===== src/rtl/gpr_alias_pkg.sv =====
package gpr_alias_pkg;

  typedef enum logic [1:0] {
    ACC_WORD = 2'b00,
    ACC_HALF = 2'b01,
    ACC_LOW  = 2'b10,
    ACC_HIGH = 2'b11
  } acc_size_e;

endpackage


===== src/rtl/gpr_access_check.sv =====
module gpr_access_check
  import gpr_alias_pkg::*;
#(
  parameter int NUM_REGS    = 8,
  parameter int NARROW_REGS = 4,
  localparam int IDX_W      = $clog2(NUM_REGS)
) (
  input  logic [IDX_W-1:0] idx,
  input  logic [1:0]       size,
  output logic             legal
);

  logic byte_req;
  logic byte_ok;

  always_comb begin
    byte_req = (acc_size_e'(size) == ACC_LOW) || (acc_size_e'(size) == ACC_HIGH);
    byte_ok  = (int'(idx) < NARROW_REGS);
    legal    = !byte_req || byte_ok;
  end

endmodule


===== src/rtl/gpr_write_merge.sv =====
module gpr_write_merge
  import gpr_alias_pkg::*;
#(
  parameter int DATA_W = 32,
  parameter int BYTE_W = 8,
  localparam int HALF_W = DATA_W / 2
) (
  input  logic [DATA_W-1:0] old_val,
  input  logic [DATA_W-1:0] new_val,
  input  logic [1:0]        size,
  output logic [DATA_W-1:0] merged
);

  logic [DATA_W-1:0] field_mask;
  logic [DATA_W-1:0] placed;

  always_comb begin
    field_mask = '0;
    placed     = new_val;
    case (acc_size_e'(size))
      ACC_WORD: field_mask = '1;
      ACC_HALF: field_mask[HALF_W-1:0] = '1;
      ACC_LOW:  field_mask[BYTE_W-1:0] = '1;
      ACC_HIGH: begin
        field_mask[2*BYTE_W-1:BYTE_W] = '1;
        placed = new_val << BYTE_W;
      end
      default:  field_mask = '0;
    endcase
    merged = (old_val & ~field_mask) | (placed & field_mask);
  end

endmodule


===== src/rtl/gpr_read_extract.sv =====
module gpr_read_extract
  import gpr_alias_pkg::*;
#(
  parameter int DATA_W = 32,
  parameter int BYTE_W = 8,
  localparam int HALF_W = DATA_W / 2
) (
  input  logic [DATA_W-1:0] reg_val,
  input  logic [1:0]        size,
  input  logic              legal,
  output logic [DATA_W-1:0] rd_val
);

  always_comb begin
    rd_val = '0;
    if (legal) begin
      case (acc_size_e'(size))
        ACC_WORD: rd_val = reg_val;
        ACC_HALF: rd_val[HALF_W-1:0] = reg_val[HALF_W-1:0];
        ACC_LOW:  rd_val[BYTE_W-1:0] = reg_val[BYTE_W-1:0];
        ACC_HIGH: rd_val[BYTE_W-1:0] = reg_val[2*BYTE_W-1:BYTE_W];
        default:  rd_val = '0;
      endcase
    end
  end

endmodule


===== src/rtl/gpr_alias_file.sv =====
module gpr_alias_file
  import gpr_alias_pkg::*;
#(
  parameter int NUM_REGS    = 8,
  parameter int NARROW_REGS = 4,
  parameter int DATA_W      = 32,
  parameter int BYTE_W      = 8,
  localparam int IDX_W      = $clog2(NUM_REGS),
  localparam int NUM_RD     = 2
) (
  input  logic              clk,
  input  logic              rst_n,
  input  logic              wr_en,
  input  logic [IDX_W-1:0]  wr_idx,
  input  logic [1:0]        wr_size,
  input  logic [DATA_W-1:0] wr_data,
  output logic              wr_illegal,
  input  logic [IDX_W-1:0]  rd0_idx,
  input  logic [1:0]        rd0_size,
  output logic [DATA_W-1:0] rd0_data,
  output logic              rd0_illegal,
  input  logic [IDX_W-1:0]  rd1_idx,
  input  logic [1:0]        rd1_size,
  output logic [DATA_W-1:0] rd1_data,
  output logic              rd1_illegal
);

  logic [NUM_REGS-1:0][DATA_W-1:0] regs_q;
  logic [NUM_REGS-1:0][DATA_W-1:0] regs_d;
  logic [NUM_REGS-1:0]             wr_hit;
  logic                            wr_legal;
  logic [DATA_W-1:0]               wr_old;
  logic [DATA_W-1:0]               wr_merged;

  gpr_access_check #(
    .NUM_REGS    (NUM_REGS),
    .NARROW_REGS (NARROW_REGS)
  ) u_wr_check (
    .idx   (wr_idx),
    .size  (wr_size),
    .legal (wr_legal)
  );

  assign wr_illegal = wr_en && !wr_legal;
  assign wr_old     = regs_q[wr_idx];

  gpr_write_merge #(
    .DATA_W (DATA_W),
    .BYTE_W (BYTE_W)
  ) u_merge (
    .old_val (wr_old),
    .new_val (wr_data),
    .size    (wr_size),
    .merged  (wr_merged)
  );

  for (genvar k = 0; k < NUM_REGS; k++) begin : g_reg
    always_comb begin
      wr_hit[k] = wr_en && wr_legal && (int'(wr_idx) == k);
      regs_d[k] = wr_hit[k] ? wr_merged : regs_q[k];
    end

    always_ff @(posedge clk or negedge rst_n) begin
      if (!rst_n) begin
        regs_q[k] <= '0;
      end else if (wr_hit[k]) begin
        regs_q[k] <= regs_d[k];
      end
    end
  end

  logic [NUM_RD-1:0][IDX_W-1:0]  rp_idx;
  logic [NUM_RD-1:0][1:0]        rp_size;
  logic [NUM_RD-1:0][DATA_W-1:0] rp_data;
  logic [NUM_RD-1:0]             rp_legal;

  assign rp_idx[0]  = rd0_idx;
  assign rp_size[0] = rd0_size;
  assign rp_idx[1]  = rd1_idx;
  assign rp_size[1] = rd1_size;

  for (genvar p = 0; p < NUM_RD; p++) begin : g_rport
    logic [DATA_W-1:0] raw;
    assign raw = regs_q[rp_idx[p]];

    gpr_access_check #(
      .NUM_REGS    (NUM_REGS),
      .NARROW_REGS (NARROW_REGS)
    ) u_rd_check (
      .idx   (rp_idx[p]),
      .size  (rp_size[p]),
      .legal (rp_legal[p])
    );

    gpr_read_extract #(
      .DATA_W (DATA_W),
      .BYTE_W (BYTE_W)
    ) u_extract (
      .reg_val (raw),
      .size    (rp_size[p]),
      .legal   (rp_legal[p]),
      .rd_val  (rp_data[p])
    );
  end

  assign rd0_data    = rp_data[0];
  assign rd1_data    = rp_data[1];
  assign rd0_illegal = !rp_legal[0];
  assign rd1_illegal = !rp_legal[1];

endmodule


===== config.mk =====
export PLATFORM = sky130hd
export DESIGN_NAME = gpr_alias_file
export DESIGN_NICKNAME = d
export VERILOG_FILES = /design/src/rtl/gpr_alias_pkg.sv /design/src/rtl/gpr_access_check.sv /design/src/rtl/gpr_write_merge.sv /design/src/rtl/gpr_read_extract.sv /design/src/rtl/gpr_alias_file.sv
export SDC_FILE = /design/constraint.sdc
export NUM_CORES = 1
export LEC_CHECK = 0
export ABC_AREA = 0
export BUFFER_PORTS_ARGS = -buffer_cell sky130_fd_sc_hd__buf_2
export CAP_MARGIN = 20
export CORE_ASPECT_RATIO = 0.75
export CORE_MARGIN = 2
export CORE_UTILIZATION = 55
export DETAILED_ROUTE_END_ITERATION = 12
export GPL_TIMING_DRIVEN = 0
export PLACE_DENSITY = 0.77
export SLEW_MARGIN = 20
export SYNTH_ARGS = -nofsm -noshare
export SYNTH_HDL_FRONTEND = slang
export SYNTH_SLANG_ARGS = --single-unit

===== constraint.sdc =====
create_clock -name clk -period 2.4 [get_ports clk]
set_clock_uncertainty 0.2 [all_clocks]
set_input_delay 0.36 -clock clk [delete_from_list [all_inputs] [get_ports clk]]
set_output_delay 0.36 -clock clk [all_outputs]
set_load 0.005 [all_outputs]

After elaboration in Yosys (flattened, before gate mapping)
Index checks and enable logic that the tools add are counted.

storage, ports and cells
  flip-flop bits (word level) = 256
  input port bits = 50
  output and inout port bits = 67
  word-level logic and storage cells = 84

cells by class
  $lt $le $gt $ge = 6
  equality and inequality tests = 16
  muxes and demuxes = 18
  bitwise operators = 4
  reductions and logical operators = 32

operators by type and width
  cell                  number
  $bmux W32 S3          3
  $mux W32              6
  $and A32 B32 Y32      2
  $mux W16              3
  $mux W8               4
  $not A32 Y32          1
  $or A32 B32 Y32       1
  $pmux W8 S2           2
  $eq A2 B2 Y1 const B  6
  $eq A3 B3 Y1 const B  4
  $lt A3 B4 Y1 const B  3
  $reduce_or A3 Y1      4
  $logic_and A1 B1 Y1   10
  $lt A3 B3 Y1 const B  3
  $eq A2 B1 Y1 const B  3
  $eq A3 B2 Y1 const B  2
  $logic_not A1 Y1      6
  $logic_not A2 Y1      3
  $logic_or A1 B1 Y1    6
  $reduce_or A2 Y1      2
  $eq A3 B1 Y1 const B  1
  $logic_not A3 Y1      1

Logic depth before layout (Yosys ltp)
  depth in word-level cells = 6
  mapped depth = 8
  depth with buffers taken out = 4

Modules after synthesis
A second synthesis with hierarchy kept.

second synthesis, totals
  cell total of the unflattened synthesis = 1,066
  area, all modules = 16,565.9 sq um

by module, submodules not included
  module            instances  cells each  area each (sq um)  seq. area each (sq um)
  gpr_alias_file    1          895         15,317.2           6,406.1
  gpr_read_extract  2          57          351.6              0.0
  gpr_write_merge   1          54          534.3              0.0
  gpr_access_check  3          1           3.8                0.0

Worst setup path before layout
OpenSTA, ideal clock, no wires.

  kind = input port to output port
  start point = input rd0_idx[0]
  end point = output rd0_data[7]
  arrival time = 1.881 ns
  data required time = 1.840 ns
  setup slack = -0.041 ns
  stages on the path = 6
  path buffers = 3
  cell sequence = buf_4 buf_2 buf_2 mux4_2 a22oi_1 nand2_1

between the ends
  cells in the longest elaborated chain, start to end = 4
  elaborated cells between the ends (all ways) = 6
  those cells by class = order compare (1); mux (4); reduce/logical (1)

ends and longest elaborated chain
  item                            line                    source
  from (decl)                     gpr_alias_file.sv:18    input logic [IDX_W-1:0] rd0_idx,
  $bmux W32 S3                    gpr_alias_file.sv:84    assign raw = regs_q[rp_idx[p]];
  $mux W32 (not written as such)  gpr_alias_file.sv:84
  $pmux W8 S2                     gpr_read_extract.sv:17  case (acc_size_e'(size))
  $mux W32 (*)                    gpr_read_extract.sv:16  if (legal) begin
  to (decl)                       gpr_alias_file.sv:20    output logic [DATA_W-1:0] rd0_data,

Every way passes the cells marked *; elsewhere a longest branch is shown, timed or not. The select of a mux whose other input is x is not followed.

Worst setup path after layout
  start point = register regs_q[97] in the netlist's numbering
  end point = output rd0_data[1]

between the ends
  cells in the longest elaborated chain, start to end = 4

ends and longest elaborated chain
  item                               line                    source
  from (decl)                        gpr_alias_file.sv:28    logic [NUM_REGS-1:0][DATA_W-1:0] regs_q;
  from (signal, indexed assignment)  gpr_alias_file.sv:67    regs_q[k] <= regs_d[k];
  $bmux W32 S3                       gpr_alias_file.sv:84
  $mux W32 (not written as such)     gpr_alias_file.sv:84
  $pmux W8 S2                        gpr_read_extract.sv:17
  $mux W32                           gpr_read_extract.sv:16

Every way passes these cells. The select of a mux whose other input is x is not followed.

==> flow_summary.toml <==
[sta]
rsz0062_at_grt = "true"
finalWorstPathRequiredPeriod_ns = 2.75
fin_tns_setup_ns = -6.24
hold_viol = 0
max_freq_ghz = 0.364
relSlewSlack_pct = 24.1
setup_viol_count_final = 56
slew_violations = 0
worst_slew_pin_slew_ns = 1.13
finalCritPeriodShare_pct = 114
layout_setup_ws_ns = -0.347

[floorplan]
core_area_sq_um = 27200
io_pins = 117
die_area_sq_um = 29300
fp.dieH_microns = 149
fp-row-count = 52
initial_utilization_pct = 56.5
die_w_microns = 197

[cts]
clkTransAtPathRegs_ns = 0.07
root_buffer = "clkbuf_16"
numCtsBuffers = 27
htreeDepth = 1
clkLatencyLatePin_ns = 0.57
cts_tree = "yes"
clock-sinks = 256
cts_buffer_depth = 3

[worst_setup_path]
rr_startpoint = "regs_q[253]"
start_kind = "register"
slowest_delay_ns = 0.51
crit_slowest_cell = "mux4_2"
crit_buf_inv = 1
critPathMaxFanout = 2
cp.required_ns = 1.84
crit_arrival_ns = 2.19
path_cells = "mux4_2 > a22o_1 > a221o_1 > buf_2"
cp-startpoint = "regs_q[97]"
cp_top_family = "compound AO/OA/AOI/OAI gates"
path_class = "reg2out"
end_kind = "output pin"

[place]
gp_congestion = 1.01
placed_cell_area_sq_um = 16400
dp_hpwl_microns = 36000
port_buffers = 110
placed_cells = 1765

[drt]
dr.pass1.iters = 6
vias_per_cell = 7.14
vias = 13600
drc_errors = 0
drt_wl_total_microns = 55100
post_drt_wl_per_cell_microns = 29.0
drt_iter0_drc = 1988
drtAntennaViolNets = 0

[min_path]
min_from = "wr_data[23]"
hold_class = "in2reg"

[finish]
final_util_pct = 68.3
largest_reg_flops = 256
drive_gt1_share_pct = 38.0
nFillCells = 1895
final_area_sq_um = 18600
num_antenna_cells = 0
area_delta_synth_final_pct = 20.9
fin_nets = 1583
reg_top3 = "regs_q (256)"
regMostFlops = "regs_q"
layoutNonFillerInstCount = 1902

[global_routing]
grt_pass1_wl_microns = 81400
gr-total-overflow = 0
antenna_found_initial = 1
grt_max_degree = 101
grt_pass1_vias = 13400
grt_usage_pct = 37.8

[synthesis]
syn_nets = 1352
synth_cell_types = 34
synthCells = 1302
synth_area_sq_um = 15400
yosysTopAreaCell = "dfrtp_1"
ys_ff_latch = 256
avgSynthCellArea_sq_um = 11.8
synth.top_cell.area_share_pct = 41.7
synth_seq_area_share_pct = 41.7
ys_warn_count = 0
netlist_top_cells_area = "dfrtp_1 (42%), mux4_2 (26%), o21ai_0 (7.2%), nand2_1 (5.8%), mux2i_1 (4.2%)"

[power]
power_switching_w = 0.00508
clockPowerShare_pct = 29.1
sw_frac_of_total_pct = 32.6
powerDensity_nw_per_um2 = 840
seqPwrFrac_pct = 40.0
power.internal_w = 0.0105
pwr-share-comb_pct = 30.9
peakVddDrop_mv = 0.655
power_leakage_nw = 8.17

[flow_run]
max-cap-violations = 0

[status]
outcome = "finished, violations left"
violations = "setup timing"
-- stage by stage --
stage	setup WS, ns	hold WS [ns]	power, W
4_1_cts	-0.297	0.00133	0.0151
6_report	-0.347	0.00206	0.0156
3_3_place_gp	-3.87	0.275	0.00995
3_5_place_dp	-1.11	0.192	0.0102
5_1_grt	-0.342	0.0147	0.0161
2_1_floorplan	-0.00380	-0.136	0.00885
-- layer usage --
metal,global-route usage [%],up-vias,wire [microns]
met3,14.1,258,8610
met1,51.3,6734,19500
met4,18.8,2,3180
met2,54.2,1246,23800
li1,-,5343,-
met5,0,-,14
-- cell type report --
| class | count | area (sq um) | share of cell area (%) |
|---|---|---|---|
| timing repair buffer | 204 | 1400 | 7.56 |
| clock buffer | 37 | 793 | 4.27 |
| inverter | 8 | 30.0 | 0.162 |
| sequential | 256 | 6410 | 34.5 |
| buffer | 113 | 728 | 3.92 |
| clock inverter | 10 | 150 | 0.809 |
| tap | 351 | 439 | 2.37 |
| multi-input combinational | 923 | 8610 | 46.4 |
-- what timing repair did --
action | 4_1_cts | 5_1_grt
gates resized for setup | 91 | 65
hold buffers | 15 | 0
buffers inserted | 50 | 27
gates cloned | 1 | 0
endpoints found under the setup margin | 115 | 134
hold endpoints to repair | 135 | 0
pin swaps | 8 | 10
-- power by group through the flow --
| stage | clock (W) | sequential [W] | combinational [W] |
|---|---|---|---|
| floorplan | 0 | 0.00597 | 0.00288 |
| global placement | 0 | 0.00615 | 0.00380 |
| detailed placement | 0 | 0.00628 | 0.00396 |
| CTS | 0.00450 | 0.00616 | 0.00442 |
| global route | 0.00468 | 0.00633 | 0.00512 |
| finish | 0.00453 | 0.00625 | 0.00482 |
-- final timing paths --
path | slack [ns] | to | depth (start not counted)
worst max-delay path | -0.35 | rd0_data[1] | 4
worst min-delay path | 0.002 | regs_q[87] | 3
worst max register to register | 0.14 | regs_q[253] | 5
worst min register to register | 0.31 | regs_q[175] | 2
max in group asynchronous | 0.86 | regs_q[253] | 3
min in group asynchronous | 0.19 | regs_q[45] | 2
-- cells in the mapped netlist --
| master | number |
|---|---|
| nand2b_1 | 1 |
| nand3_1 | 3 |
| and2_1 | 3 |
| a22oi_1 | 17 |
| dfrtp_1 | 256 |
| and3b_1 | 1 |
| o21ai_0 | 222 |
| a22o_1 | 7 |
| or3_1 | 1 |
| mux4_2 | 176 |
| and3_1 | 1 |
| mux2_2 | 56 |
| o22a_1 | 8 |
| nand3b_1 | 2 |
| mux2i_2 | 10 |
| buf_4 | 4 |
| inv_1 | 8 |
| clkbuf_1 | 73 |
| o21ai_1 | 3 |
| nor2b_1 | 12 |
| mux2i_4 | 6 |
| or4b_1 | 1 |
| nor2_1 | 55 |
| nand2_1 | 238 |
| a21oi_1 | 16 |
| or2_2 | 3 |
| nand4bb_1 | 1 |
| mux2i_1 | 64 |
| nor3b_1 | 1 |
| buf_6 | 2 |
| buf_1 | 10 |
| buf_2 | 26 |
| a221o_1 | 7 |
| o211a_1 | 8 |
-- placed cells by master, fill, tap and decap left out, types with 3 or more instances in the layout --
cell / netlist / layout
or2_2: 3 / 3
buf_1: 10 / 6
o21ai_1: 3 / 3
clkbuf_1: 73 / 39
clkinvlp_4: 0 / 4
mux2i_4: 6 / 12
a22o_1: 7 / 7
buf_8: 0 / 6
buf_2: 26 / 126
nor2b_1: 12 / 12
a22oi_2: 0 / 12
nand3_1: 3 / 3
a22oi_1: 17 / 5
nor2_2: 0 / 3
nand2_2: 0 / 3
nor2_1: 55 / 52
bufinv_16: 0 / 3
o22a_1: 8 / 8
nand2_1: 238 / 235
a21oi_1: 16 / 14
dfrtp_1: 256 / 256
buf_6: 2 / 15
and2_1: 3 / 3
dlygate4sd3_1: 0 / 15
o21ai_0: 222 / 222
mux2_2: 56 / 56
buf_12: 0 / 4
mux2i_1: 64 / 49
clkbuf_8: 0 / 11
inv_1: 8 / 8
clkbuf_4: 0 / 3
mux2i_2: 10 / 19
clkbuf_16: 0 / 27
buf_4: 4 / 74
a221o_1: 7 / 7
o211a_1: 8 / 8
clkbuf_2: 0 / 22
mux4_2: 176 / 176
-- worst register-to-register path: cells and delay by family (launching register included) --
family                 cells  cell delay [ns]
AOI/OAI and AO/OA          1             0.23
buffers and inverters      1             0.14
muxes                      3             1.11
DFF                        1             0.39
-- cells by family (layout without fill, tap and decap cells) --
group | Yosys count | after routing | share of synthesized area, %
flops | 256 | 256 | 41.7
compound gates | 288 | 288 | 10.5
simple gates | 323 | 323 | 8.46
buf+inv | 123 | 372 | 3.41
mux | 312 | 312 | 35.9
No activity file was read; power rests on OpenSTA's default activity.
